`src/rtl/irde_pkg.sv`:
```
// Shared constants for the indirect read transfer engine: register
// selectors (address bits [5:2]) and bit positions inside control and
// interrupt words.
package irde_pkg;
    localparam logic [3:0] SEL_CTRL   = 4'd0;
    localparam logic [3:0] SEL_FADDR  = 4'd1;
    localparam logic [3:0] SEL_COUNT  = 4'd2;
    localparam logic [3:0] SEL_TBASE  = 4'd3;
    localparam logic [3:0] SEL_TRANGE = 4'd4;
    localparam logic [3:0] SEL_WMARK  = 4'd5;
    localparam logic [3:0] SEL_FILL   = 4'd6;
    localparam logic [3:0] SEL_ISTAT  = 4'd7;
    localparam logic [3:0] SEL_IEN    = 4'd8;

    localparam int CTRL_START = 0;
    localparam int CTRL_BUSY  = 1;
    localparam int CTRL_DONE  = 5;

    localparam int IRQ_WM    = 0;
    localparam int IRQ_DONE  = 1;
    localparam int IRQ_UFLOW = 2;
    localparam int IRQ_N     = 3;
endpackage

```
`src/rtl/irde_fifo.sv`:
```
// Byte buffer between the flash source and the host drain.
// Assumes DEPTH is a power of two and at least 2; pushes when full and
// pops when empty are dropped here, the callers are expected to gate them.
module irde_fifo #(
    parameter int DEPTH = 16
) (
    input  logic                           clk,
    input  logic                           rst_n,
    input  logic                           push,
    input  logic [7:0]                     wdata,
    input  logic                           pop,
    output logic [7:0]                     head,
    output logic [$clog2(DEPTH+1)-1:0]     fill,
    output logic                           full,
    output logic                           empty
);
    localparam int PW = $clog2(DEPTH);
    localparam int FW = $clog2(DEPTH + 1);

    logic [7:0]    mem [DEPTH];
    logic [PW-1:0] wp;
    logic [PW-1:0] rp;
    logic          do_push;
    logic          do_pop;

    assign full    = (fill == FW'(DEPTH));
    assign empty   = (fill == '0);
    assign do_push = push && !full;
    assign do_pop  = pop && !empty;
    assign head    = mem[rp];

    // Store incoming bytes at the write pointer.
    always_ff @(posedge clk) begin
        if (do_push) mem[wp] <= wdata;
    end

    // Advance pointers and track occupancy.
    always_ff @(posedge clk) begin
        if (!rst_n) begin
            wp   <= '0;
            rp   <= '0;
            fill <= '0;
        end else begin
            if (do_push) wp <= wp + PW'(1);
            if (do_pop)  rp <= rp + PW'(1);
            if (do_push && !do_pop)      fill <= fill + FW'(1);
            else if (do_pop && !do_push) fill <= fill - FW'(1);
        end
    end

    // the fetch side never offers a byte into a full buffer
    a_r4_no_push_when_full: assert property (@(posedge clk) disable iff (!rst_n)
        full |-> !push);

    // a lone accepted push grows the fill level by exactly one
    a_r4_fill_grows: assert property (@(posedge clk) disable iff (!rst_n)
        (push && !pop && !full) |=> (fill == $past(fill) + FW'(1)));
endmodule

```
`src/rtl/irde_fetch.sv`:
```
// Transfer sequencer: loads the byte count on start, hands flash bytes
// to the buffer while bytes remain and space exists, counts host pops,
// and reports completion once both counts reach zero.
// Assumes pop_ok is only asserted when the buffer actually held a byte.
module irde_fetch #(
    parameter int CW = 16
) (
    input  logic          clk,
    input  logic          rst_n,
    input  logic          start_req,
    input  logic [CW-1:0] count,
    input  logic          fl_valid,
    input  logic          buf_full,
    input  logic          pop_ok,
    output logic          start_go,
    output logic          active,
    output logic          fl_ready,
    output logic          push,
    output logic          last_push,
    output logic          done_pulse
);
    logic [CW-1:0] fetch_rem;
    logic [CW-1:0] pop_rem;

    assign start_go   = start_req && !active;
    assign fl_ready   = active && (fetch_rem != '0) && !buf_full;
    assign push       = fl_valid && fl_ready;
    assign last_push  = push && (fetch_rem == CW'(1));
    assign done_pulse = active && (fetch_rem == '0) && (pop_rem == '0);

    // Sequence state: busy flag and the two remaining-byte counters.
    always_ff @(posedge clk) begin
        if (!rst_n) begin
            active    <= 1'b0;
            fetch_rem <= '0;
            pop_rem   <= '0;
        end else if (start_go) begin
            active    <= 1'b1;
            fetch_rem <= count;
            pop_rem   <= count;
        end else begin
            if (done_pulse)                  active    <= 1'b0;
            if (push)                        fetch_rem <= fetch_rem - CW'(1);
            if (pop_ok && pop_rem != '0)     pop_rem   <= pop_rem - CW'(1);
        end
    end

    // an accepted start makes the engine busy on the next cycle
    a_r3_start_busy: assert property (@(posedge clk) disable iff (!rst_n)
        start_go |=> active);

    // the host never removes more bytes than were programmed
    a_r11_pop_bounded: assert property (@(posedge clk) disable iff (!rst_n)
        pop_ok |-> (pop_rem != '0));
endmodule

```
`src/rtl/irde_regs.sv`:
```
// Host-facing register file, trigger-window decode and interrupt logic.
// The trigger window takes priority over the register window when the two
// overlap. Assumes the flash byte count fits in CW bits of write data.
module irde_regs
    import irde_pkg::*;
#(
    parameter int             BW       = 32,
    parameter int             CW       = 16,
    parameter int             FW       = 5,
    parameter logic [BW-1:0]  REG_BASE = '0
) (
    input  logic          clk,
    input  logic          rst_n,
    input  logic          host_wr,
    input  logic          host_rd,
    input  logic [BW-1:0] host_addr,
    input  logic [BW-1:0] host_wdata,
    output logic [BW-1:0] host_rdata,
    input  logic [FW-1:0] fill,
    input  logic          buf_empty,
    input  logic [7:0]    buf_head,
    input  logic          active,
    input  logic          start_go,
    input  logic          last_push,
    input  logic          done_pulse,
    output logic          start_req,
    output logic          win_pop,
    output logic [BW-1:0] flash_addr,
    output logic [CW-1:0] xfer_len,
    output logic          irq
);
    logic [BW-1:0]    tbase;
    logic [BW-1:0]    trange;
    logic [BW-1:0]    wmark;
    logic [IRQ_N-1:0] istat;
    logic [IRQ_N-1:0] ien;
    logic             done_bit;
    logic             above_q;

    logic [BW-1:0]    win_off;
    logic             in_win;
    logic             reg_hit;
    logic [3:0]       sel;
    logic             wr_reg;
    logic             uflow;
    logic [BW-1:0]    fill_ext;
    logic             wm_above;
    logic             wm_set;
    logic [IRQ_N-1:0] set_v;
    logic [IRQ_N-1:0] clr_v;
    logic [BW-1:0]    ctrl_word;

    // Address decode: trigger window first, then the register window.
    assign win_off   = host_addr - tbase;
    assign in_win    = (host_addr >= tbase) && (win_off < trange);
    assign reg_hit   = !in_win && (host_addr[BW-1:6] == REG_BASE[BW-1:6]);
    assign sel       = host_addr[5:2];
    assign wr_reg    = host_wr && reg_hit;
    assign start_req = wr_reg && (sel == SEL_CTRL) && host_wdata[CTRL_START];
    assign win_pop   = host_rd && in_win;
    assign uflow     = win_pop && buf_empty;

    // Watermark causes: first rise above the level, or the final byte.
    assign fill_ext  = {{(BW-FW){1'b0}}, fill};
    assign wm_above  = (wmark != '0) && (fill_ext > wmark);
    assign wm_set    = (wmark != '0) && ((wm_above && !above_q) || last_push);

    assign set_v = {uflow, done_pulse, wm_set};
    assign clr_v = (wr_reg && sel == SEL_ISTAT) ? host_wdata[IRQ_N-1:0] : '0;
    assign irq   = |(istat & ien);

    // Configuration registers written by the host.
    always_ff @(posedge clk) begin
        if (!rst_n) begin
            flash_addr <= '0;
            xfer_len   <= '0;
            tbase      <= '0;
            trange     <= '0;
            wmark      <= '0;
            ien        <= '0;
        end else if (wr_reg) begin
            case (sel)
                SEL_FADDR:  flash_addr <= host_wdata;
                SEL_COUNT:  xfer_len   <= host_wdata[CW-1:0];
                SEL_TBASE:  tbase      <= host_wdata;
                SEL_TRANGE: trange     <= host_wdata;
                SEL_WMARK:  wmark      <= host_wdata;
                SEL_IEN:    ien        <= host_wdata[IRQ_N-1:0];
                default:    ;
            endcase
        end
    end

    // Sticky status, done flag and watermark edge history.
    always_ff @(posedge clk) begin
        if (!rst_n) begin
            istat    <= '0;
            done_bit <= 1'b0;
            above_q  <= 1'b0;
        end else begin
            istat   <= (istat & ~clr_v) | set_v;
            above_q <= wm_above;
            if (start_go)        done_bit <= 1'b0;
            else if (done_pulse) done_bit <= 1'b1;
        end
    end

    // Control word as seen by the host.
    always_comb begin
        ctrl_word            = '0;
        ctrl_word[CTRL_BUSY] = active;
        ctrl_word[CTRL_DONE] = done_bit;
    end

    // Read data: buffer head inside the window, registers in their window.
    always_comb begin
        host_rdata = '0;
        if (in_win) begin
            if (!buf_empty) host_rdata = {{(BW-8){1'b0}}, buf_head};
        end else if (reg_hit) begin
            case (sel)
                SEL_CTRL:   host_rdata = ctrl_word;
                SEL_FADDR:  host_rdata = flash_addr;
                SEL_COUNT:  host_rdata = {{(BW-CW){1'b0}}, xfer_len};
                SEL_TBASE:  host_rdata = tbase;
                SEL_TRANGE: host_rdata = trange;
                SEL_WMARK:  host_rdata = wmark;
                SEL_FILL:   host_rdata = fill_ext;
                SEL_ISTAT:  host_rdata = {{(BW-IRQ_N){1'b0}}, istat};
                SEL_IEN:    host_rdata = {{(BW-IRQ_N){1'b0}}, ien};
                default:    host_rdata = '0;
            endcase
        end
    end

    // a window read of an empty buffer leaves the underflow flag set
    a_r7_underflow_flag: assert property (@(posedge clk) disable iff (!rst_n)
        (win_pop && buf_empty) |=> istat[IRQ_UFLOW]);

    // with watermark zero the watermark flag cannot become set
    a_r10_wm_zero_quiet: assert property (@(posedge clk) disable iff (!rst_n)
        (wmark == '0 && !istat[IRQ_WM]) |=> !istat[IRQ_WM]);

    // clearing the done flag works when no new completion coincides
    a_r12_w1c_done: assert property (@(posedge clk) disable iff (!rst_n)
        (wr_reg && sel == SEL_ISTAT && host_wdata[IRQ_DONE] && !done_pulse)
            |=> !istat[IRQ_DONE]);

    // completion is reflected in the control word next cycle
    a_r11_done_visible: assert property (@(posedge clk) disable iff (!rst_n)
        done_pulse |=> done_bit);
endmodule

```
`src/rtl/ind_read_engine.sv`:
```
// Indirect read transfer engine top: ties the register file, the transfer
// sequencer and the byte buffer together. The flash request is the
// accepted start pulse with the programmed address and length.
module ind_read_engine #(
    parameter int             BW       = 32,
    parameter int             CW       = 16,
    parameter int             DEPTH    = 16,
    parameter logic [BW-1:0]  REG_BASE = '0
) (
    input  logic          clk,
    input  logic          rst_n,
    input  logic          host_wr,
    input  logic          host_rd,
    input  logic [BW-1:0] host_addr,
    input  logic [BW-1:0] host_wdata,
    output logic [BW-1:0] host_rdata,
    output logic          fl_req,
    output logic [BW-1:0] fl_addr,
    output logic [CW-1:0] fl_len,
    input  logic          fl_valid,
    input  logic [7:0]    fl_data,
    output logic          fl_ready,
    output logic          irq
);
    localparam int FW = $clog2(DEPTH + 1);

    logic [FW-1:0] fill;
    logic          buf_full;
    logic          buf_empty;
    logic [7:0]    buf_head;
    logic          start_req;
    logic          start_go;
    logic          active;
    logic          push;
    logic          last_push;
    logic          done_pulse;
    logic          win_pop;
    logic          pop_ok;

    assign pop_ok = win_pop && !buf_empty;
    assign fl_req = start_go;

    irde_regs #(
        .BW(BW), .CW(CW), .FW(FW), .REG_BASE(REG_BASE)
    ) u_regs (
        .clk(clk), .rst_n(rst_n),
        .host_wr(host_wr), .host_rd(host_rd),
        .host_addr(host_addr), .host_wdata(host_wdata), .host_rdata(host_rdata),
        .fill(fill), .buf_empty(buf_empty), .buf_head(buf_head),
        .active(active), .start_go(start_go),
        .last_push(last_push), .done_pulse(done_pulse),
        .start_req(start_req), .win_pop(win_pop),
        .flash_addr(fl_addr), .xfer_len(fl_len), .irq(irq)
    );

    irde_fetch #(.CW(CW)) u_fetch (
        .clk(clk), .rst_n(rst_n),
        .start_req(start_req), .count(fl_len),
        .fl_valid(fl_valid), .buf_full(buf_full), .pop_ok(pop_ok),
        .start_go(start_go), .active(active), .fl_ready(fl_ready),
        .push(push), .last_push(last_push), .done_pulse(done_pulse)
    );

    irde_fifo #(.DEPTH(DEPTH)) u_fifo (
        .clk(clk), .rst_n(rst_n),
        .push(push), .wdata(fl_data), .pop(pop_ok),
        .head(buf_head), .fill(fill), .full(buf_full), .empty(buf_empty)
    );

    // completion is only declared once the buffer has been drained
    a_r11_done_drained: assert property (@(posedge clk) disable iff (!rst_n)
        done_pulse |-> buf_empty);
endmodule

```
`config.mk`:
```
export PLATFORM = sky130hd
export DESIGN_NAME = ind_read_engine
export DESIGN_NICKNAME = d
export VERILOG_FILES = /design/src/rtl/irde_pkg.sv /design/src/rtl/irde_fifo.sv /design/src/rtl/irde_fetch.sv /design/src/rtl/irde_regs.sv /design/src/rtl/ind_read_engine.sv
export SDC_FILE = /design/constraint.sdc
export NUM_CORES = 1
export LEC_CHECK = 0
export ABC_AREA = 1
export BUFFER_PORTS_ARGS = -buffer_cell sky130_fd_sc_hd__buf_2
export CAP_MARGIN = 20
export CORE_AREA = 2 2 228 230
export CTS_BUF_LIST = sky130_fd_sc_hd__clkbuf_2
export DETAILED_ROUTE_END_ITERATION = 7
export DIE_AREA = 0 0 230 232
export PLACE_DENSITY = 0.5
export SLEW_MARGIN = 10
export SYNTH_ARGS = -nofsm -noshare
export SYNTH_HDL_FRONTEND = slang
export SYNTH_SLANG_ARGS = --single-unit
```
`constraint.sdc`:
```
create_clock -name clk -period 9.5 [get_ports clk]
set_clock_uncertainty 0.2 [all_clocks]
set_input_delay 0.475 -clock clk [delete_from_list [all_inputs] [get_ports clk]]
set_output_delay 0.475 -clock clk [all_outputs]
set_load 0.05 [all_outputs]
```
==> metrics.md, run 1 <==
| Metric | Value |
|---|---|
| Post-route setup TNS | `0 ns` |
| Clock transition at path regs | `0.09 ns` |
| Die Wd | `230 um` |
| Distinct cells, synth | `53` |
| Syn_nets | `2361` |
| Final min period | `7.00 ns` |
| Routability Congestion | `0.969` |
| Worst setup margin | `2.50 ns` |
| Total grt overflow | `0` |
| # IOs | `160` |
| # setup viols final | `0` |
| Worst slew pin tran | `1.13 ns` |
| Vias in the first global route | `15900` |
| CP arrival | `6.33 ns` |
| Pwr Total | `2730 uW` |
| Clock Path Buffers | `3` |
| Worst Path Class, Setup | `flop to output port` |
| Port bufs | `159` |
| Status | `finished clean` |
| RSZ-0062 raised after global routing | `no` |
| Final hold violations | `0` |
| Net Sw Power | `763 uW` |
| Initial antenna violation count | `1` |
| Pre-antenna DRT Iters | `7` |
| Via Count | `16500` |
| Slew margin rel. | `24.9%` |
| Top FF cell, synth | `dfxtp_1` |
| Leak | `0.00780 uW` |
| Part of the power in registers | `53.7%` |
| Layout area overhead | `15.0%` |
| Seq/Total Area, Yosys | `44.6%` |
| Routed len/inst | `19.4 um` |
| Cell Pwr Density | `134 nW/um2` |
| Sw frac | `27.9%` |
| Crit. End Element | `output port` |
| Hpwl dp | `43000 um` |
| Buf/Inv on CP | `3` |
| Average size of a mapped cell | `8.03 um2` |
| Largest net degree at the start of global routing | `96` |
| Gate power share | `8.0%` |
| Crit-path slowest cell | `nand2_1` |
| Int Pwr | `1970 uW` |
| Req. time, crit path | `8.83 ns` |
| Worst min path class | `input pin to flop` |
| Clock sinks | `330` |
| Number of synthesized flops with an enable pin | `128` |
| Via-to-Cell Ratio | `5.23` |
| Synthesized flop and latch total | `330` |
| CTS tree | `built` |
| Net count, final | `2574` |
| Post-place setup slack | `3.32 ns` |
| DR DRC count | `0` |
| Period utilization | `73.7%` |
| Share of layout cells above drive strength 1 | `13.3%` |
| Post-Route WL | `61300 um` |
| Top cell by count, worst path | `nand2_1` |
| First-pass GRT wire length | `93100 um` |
| Peak VDD IR | `79.8 uV` |
| Std cell rows | `83` |
| Max cap viols | `0` |
| Post-CTS setup-driven buffer insertion count | `0` |
| CP max stage delay | `0.47 ns` |
| Chip height | `232 um` |
| CTS root buf | `clkbuf_2` |
| Clk network pwr share | `38.4%` |
| Mapped Area | `17700 um2` |
| CORE AREA | `50900 um2` |
| Slew Limit Fails | `0` |
| Element type at the critical path start | `flop` |
| Initial detailed-routing violation count | `1178` |
| H-tree Lvls | `3` |
| Synth async-reset ratio | `0%` |
| YS warnings | `0` |
| Fmax | `143 MHz` |
| Detail Route Antenna Nets | `0` |
| Clk_lat worst skew | `1.05 ns` |
| Syn Inst Count | `2202` |
| Worst path top cell family by delay | `simple AND/OR/NAND/NOR gates` |
| GRT Total Usage | `22.6%` |
| Total CTS buffers | `88` |
| Crit path max fanout | `24` |
| Initial Util | `34.7%` |
| DIE AREA | `53400 um2` |
cell usage after synthesis (3+ instances only):
library cell / n / area, um2
nor4_1: 24 / 150
a21o_1: 9 / 67.6
clkbuf_1: 64 / 240
o21ai_0: 121 / 606
ha_1: 80 / 1000
nand2_2: 8 / 50.1
nand2_1: 393 / 1480
inv_1: 225 / 845
xnor2_1: 17 / 149
and2_1: 3 / 18.8
buf_6: 13 / 146
nand3b_1: 3 / 22.5
a221oi_1: 10 / 87.6
or2_2: 3 / 18.8
a2111oi_0: 3 / 26.3
a21oi_1: 303 / 1520
o21a_1: 3 / 22.5
o22ai_1: 43 / 269
edfxtp_1: 128 / 3840
a22o_1: 3 / 26.3
inv_2: 3 / 11.3
buf_2: 24 / 120
nor3_1: 11 / 55.1
nand3_1: 243 / 1220
o31ai_1: 3 / 22.5
dfxtp_1: 202 / 4040
mux2i_1: 32 / 320
buf_4: 6 / 45.0
nor2_1: 125 / 469
buf_1: 7 / 26.3
o211ai_1: 13 / 97.6
nand4_1: 15 / 93.8
xor2_1: 34 / 298
final timing paths:
kind                             to  cells past startpoint             start  slack [ns]
hold / removal      u_regs.istat[0]                      7     host_addr[26]        0.10
setup / recovery     host_rdata[13]                     25   u_regs.tbase[1]        2.50
setup reg to reg  u_regs.trange[25]                     26   u_regs.tbase[1]        3.10
hold reg to reg    u_regs.trange[7]                      2  u_regs.trange[7]        0.26
layout make-up:
| cell class | instances | area, um2 |
|---|---|---|
| fill | 5311 | 30600 |
| antenna | 4 | 10.0 |
| clock inverter | 31 | 201 |
| timing repair buffer | 238 | 1560 |
| sequential | 330 | 7890 |
| inverter | 230 | 868 |
| clock buffer | 121 | 606 |
| multi-input combinational | 1527 | 8340 |
| tap | 680 | 851 |
worst min-delay path: cells and delay by family:
family | cells | cell delay, ns
AO/OA/AOI/OAI | 2 | 0.20
buffers and inverters | 1 | 0.09
AND/OR/NAND/NOR | 4 | 0.52
metrics by stage:
| step | area (um2) | cells | utilization, % | hold WS (ns) |
|---|---|---|---|---|
| 6_report | 20300 | 3161 | 39.9 | 0.103 |
| 5_1_grt | 20300 | 3160 | 39.9 | 0.0192 |
| 4_1_cts | 20300 | 3157 | 39.9 | 0.00182 |
| 3_5_place_dp | 18800 | 2938 | 37.0 | 0.252 |
| 3_3_place_gp | 18800 | 2938 | 37.0 | 0.248 |
| 2_1_floorplan | 17700 | 2202 | - | 0.239 |
sequential cells by signal, indices dropped and copies added, names as in the netlist, named ones only:
signal	count
u_fetch.active	1
u_fetch.fetch_rem	16
u_fetch.pop_rem	16
u_fifo.fill	5
u_fifo.mem	128
u_fifo.rp	4
u_fifo.wp	4
u_regs.above_q	1
u_regs.done_bit	1
u_regs.flash_addr	32
u_regs.ien	3
u_regs.istat	3
u_regs.tbase	32
u_regs.trange	32
u_regs.wmark	32
u_regs.xfer_len	16
kinds of logic after synthesis:
logic type	Yosys count	share of synthesized area (%)
AOI/OAI and AO/OA	523	16.1
adders and majority gates	82	5.89
DFF	330	44.6
xor gates and xnor gates	51	2.53
buffers and inverters	345	8.26
and+or+nand+nor	839	20.8
muxes	32	1.81
power groups by stage:
stage	combinational [uW]	sequential [uW]	clock, uW
2_1_floorplan	114	1500	0
3_3_place_gp	194	1500	0
3_5_place_dp	197	1500	0
4_1_cts	217	1470	1080
5_1_grt	242	1470	1150
6_report	217	1470	1050
metal layers:
metal	global-route usage (%)	share of wire, %
met3	5.42	7.3
met1	28.4	42
met4	7.96	3.2
met2	37.8	47
met5	0	0
cells in the final DEF (no fill, tap or decap), types with 5 or more instances in the layout:
cell and count:
xnor2_1 17, a221oi_1 10, inv_2 7, clkinv_1 20, ha_1 80, nand4_1 15
nand2_2 8, nor4_1 24, clkinv_2 5, dlygate4sd3_1 67, mux2i_1 32, buf_2 159
o22ai_1 43, o21ai_0 121, o211ai_1 13, nand2_1 393, nor2_1 123, dfxtp_1 201
nand3_1 243, buf_4 12, nor3_1 11, xor2_1 34, a21oi_1 303, a21o_1 9
edfxtp_1 128, clkbuf_2 121, inv_1 224
what timing repair did:
action / CTS / global route
hold endpoints to repair: 327 / 0
hold buffers: 67 / 0
resized for setup: 0 / 0
endpoints found under the setup margin: 0 / 0
Power figures use the tool's default switching activity.
==> run 2, diff against run 1 <==
- ABC_AREA: 1 -> 0
- CORE_AREA: 2 2 228 230 -> 2 2 224 226
- DIE_AREA: 0 0 230 232 -> 0 0 226 228
- clock period: 9.5 -> 6.75 ns (I/O delays scaled with it)
==> run 2 against run 1 <==
Power increased by 40%. Clock-buffer cell count increased by 10. Via count decreased by 14%. Global-route usage decreased by 1.2 points. Critical path type unchanged. First-iteration DRC count decreased by 25%. Sequential power increased by 40%.
==> metrics.md, run 2 <==
| Metric | Value |
|---|---|
| Status | `finished clean` |
| Worst r2r dst | `u_fifo.fill[4]` |
| Slew Limit Fails | `0 (unchanged)` |
| Top-count cell post-synth | `nor2_1` |
| Clk_lat worst skew | `1.11 ns (+0.06 ns)` |
| Hold path startpoint | `rst_n` |
| Fmax | `156 MHz` |
| Final min period | `6.42 ns` |
| Average size of a mapped cell | `10.3 um2 (+28%)` |
| Clock sinks | `330 (unchanged)` |
| Commonest non-fill, non-tap cells in the layout | `226 x nor2_1, 200 x dfxtp_1, 153 x mux2i_1` |
| Via-to-Cell Ratio | `5.31 (+1.6%)` |
| Worst min path class | `input pin to flop` |
| Main combinational cell family by area after synthesis | `multiplexers` |
| Post-DP Area | `18600 um2 (-1.2%)` |
| Crit path max fanout | `15 (-38%)` |
| Leak | `0.00864 uW (+11%)` |
| Sequential cell area | `7890 um2 (about the same)` |
| Fill count | `4910 (-7.6%)` |
| GRT Total Usage | `21.3% (-1.2 points)` |
| Fin area | `20500 um2 (+0.89%)` |
| Mapped Area | `17100 um2 (-3.5%)` |
| Initial detailed-routing violation count | `883 (-25%)` |
| Initial antenna violation count | `4 (+3)` |
| CTS tree | `built` |
| Clock transition at path regs | `0.09 ns (about the same)` |
| Worst r2r src | `u_regs.tbase[2]` |
| Synth cell count leaders | `229 x nor2_1, 202 x dfxtp_1, 153 x mux2i_1, 128 x edfxtp_1, 104 x inv_1` |
| Post-route setup TNS | `0 ns (unchanged)` |
| Pwr Total | `3820 uW (+40%)` |
| Routing usage on met1 | `26.7% (-1.7 points)` |
| Post-Route WL | `55400 um (-9.7%)` |
| Routability Congestion | `0.891 (-8.0%)` |
| Max FFs per register | `128 (unchanged)` |
| First-pass GRT wire length | `84100 um (-9.7%)` |
| Crit. End Element | `output port` |
| Worst slew pin tran | `0.988 ns (-0.137 ns)` |
| Net count, final | `2099 (-18%)` |
| Synth Area in XOR/XNOR | `1.80% (-0.73 points)` |
| Worst hold stages | `3 (-4)` |
| Routed len/inst | `20.7 um (+6.7%)` |
| Detail Route Antenna Nets | `0 (unchanged)` |
| Crit path launch | `u_regs.tbase[2]` |
| R2R cell count | `25 (-3.8%)` |
| Synth Area in Compound Gates | `13.4% (-2.6 points)` |
| Clock Path Buffers | `3 (unchanged)` |
| Total CTS buffers | `91 (+3.4%)` |
| Max cap viols | `0 (unchanged)` |
| Share of layout cells above drive strength 1 | `21.1% (+7.7 points)` |
| Seq/Total Area, Yosys | `46.2% (+1.6 points)` |
| Placed insts | `2421 (-18%)` |
| Top FF cell, synth | `dfxtp_1` |
| YS warnings | `0 (unchanged)` |
| CP arrival | `5.88 ns (-0.45 ns)` |
| Final hold violations | `0 (unchanged)` |
| Hpwl dp | `38800 um (-9.9%)` |
| # IOs | `160 (unchanged)` |
| Synth async-reset ratio | `0% (unchanged)` |
| DR DRC count | `0 (unchanged)` |
| Leading area contributor after synthesis | `dfxtp_1` |
| Register-to-register setup slack | `0.77 ns (-2.33 ns)` |
| Most common cell after layout, fill and taps aside | `nor2_1` |
| Final std cells w/o fill | `2675 (-15%)` |
| Worst Path Class, Setup | `flop to output port` |
| CORE AREA | `49300 um2 (-3.0%)` |
| Synthesized flop and latch total | `330 (unchanged)` |
| Vias in the first global route | `14300 (-11%)` |
| Syn_nets | `1816 (-23%)` |
| Area contributors post-synth | `dfxtp_1 24%, edfxtp_1 23%, mux2i_1 9.0%, ha_1 5.9%, mux4_2 5.4%` |
| Peak VDD IR | `89.5 uV (+12%)` |
| Synth top area share | `23.7% (+0.82 points)` |
| Initial Util | `34.6% (-0.16 points)` |
| Syn Inst Count | `1657 (-25%)` |
| Std cell rows | `82 (-1.2%)` |
| DIE AREA | `51500 um2 (-3.4%)` |
| Element type at the critical path start | `flop` |
| Period utilization | `95.1%` |
| Area of the multi-input gates | `8590 um2 (+3.0%)` |
| Pre-antenna DRT Iters | `5 (-2)` |
| Largest reg by FF count | `u_fifo.mem` |
| M3 GR Usage | `3.77% (-1.6 points)` |
| Chip height | `228 um (-1.7%)` |
| Cell Pwr Density | `186 nW/um2 (+39%)` |
| GR peak layer | `met2` |
| Slew margin rel. | `33.9% (+9.0 points)` |
| Via Count | `14200 (-14%)` |
| Post-synthesis mux area share | `14.5% (+13 points)` |
| Req. time, crit path | `6.21 ns (-2.62 ns)` |
| Layout area overhead | `20.2%` |
| Total grt overflow | `0 (unchanged)` |
| H-tree Lvls | `3 (unchanged)` |
| Number of synthesized flops with an enable pin | `128 (unchanged)` |
| Adder-Cell Fraction of Synth Area | `6.10% (+0.21 points)` |
| Largest net degree at the start of global routing | `117 (+22%)` |
| GR Layer Usage met2 | `37.3% (-0.54 points)` |
| Port bufs | `159 (unchanged)` |
| Worst hold endpoint | `u_fetch.pop_rem[1]` |
| Simple-Gate Fraction of Synth Area | `13.3% (-7.5 points)` |
| Distinct cells, synth | `76 (+43%)` |
| # setup viols final | `0 (unchanged)` |
| Die Wd | `226 um (-1.7%)` |
| CTS root buf | `clkbuf_2` |
==> run 2: worst max-delay path by stage <==
| stage | end | slack, ns | cells past startpoint |
|---|---|---|---|
| 4_1_cts | host_rdata[6] | 0.007 | 21 |
| 3_5_place_dp | u_fifo.fill[4] | 0.18 | 25 |
| 2_1_floorplan | u_fifo.fill[4] | 1.26 | 25 |
| 5_1_grt | host_rdata[7] | -0.0003 | 21 |
| 6_report | host_rdata[6] | 0.33 | 21 |
| 3_3_place_gp | u_fifo.fill[4] | 0.32 | 25 |
==> run 2: stage by stage <==
step	hold slack [ns]	worst slack (ns)	utilization [%]
detailed placement	0.282	0.185	37.7
global placement	0.275	0.321	37.7
finish	0.165	0.332	41.5
global route	0.106	-0.000314	41.5
floorplan	0.236	1.26	-
CTS	0.0194	0.00654	41.4
==> run 2: cell families (layout without fill, tap and decap cells) <==
kind of cell,count (synthesis),count (layout)
compound gates,331,331
xor+xnor,35,35
fa+ha+maj,82,82
buf+inv,198,539
flops,330,330
mux,195,195
other cells,0,5
simple gates,486,486
==> run 2: final cells by class <==
type,instances,area share [%]
diodes,5,0.0610
clock buffers,131,3.20
clock inverters,20,0.561
inverters,104,1.93
multi-input cells,1129,41.9
flip-flops and latches,330,38.5
well taps,672,4.10
repair buffers,284,9.77
==> run 2: worst max-delay path, cell delays in order, from the launching register on <==
cell and delay, ns:
dfxtp_1 0.37, inv_1 0.06, ha_1 0.37, a21oi_1 0.22, a21oi_1 0.11, o31a_1 0.34
o2111ai_2 0.29, a21boi_4 0.13, a21bo_2 0.23, a21oi_1 0.16, xnor2_1 0.14, ha_1 0.26
a21o_1 0.17, a21o_1 0.16, a21o_1 0.22, nor4_4 0.29, a211o_2 0.28, nand2_2 0.19
nand3_2 0.14, buf_4 0.25, o22ai_1 0.15, buf_4 0.26
==> run 2: per-layer routing <==
layer | share of wire [%] | vias up
met4 | 2.0 | 2
met3 | 4.2 | 80
met2 | 50 | 311
met1 | 43 | 7060
li1 | - | 6758
met5 | 0.020 | -
==> run 2: power breakdown <==
| group | total [uW] | leakage (uW) | internal (uW) | switching (uW) |
|---|---|---|---|---|
| combinational | 346 | 0.00527 | 139 | 207 |
| sequential | 2060 | 0.00278 | 2060 | 0.447 |
| clock | 1410 | 0.000597 | 532 | 881 |
| total | 3820 | 0.00864 | 2730 | 1090 |
==> run 2: timing repair <==
item	4_1_cts	5_1_grt
buffers inserted	1	0
endpoints found under the setup margin	33	33
pin swaps	0	2
gates resized for setup	16	21
hold endpoints to repair	326	0
hold buffers	97	0
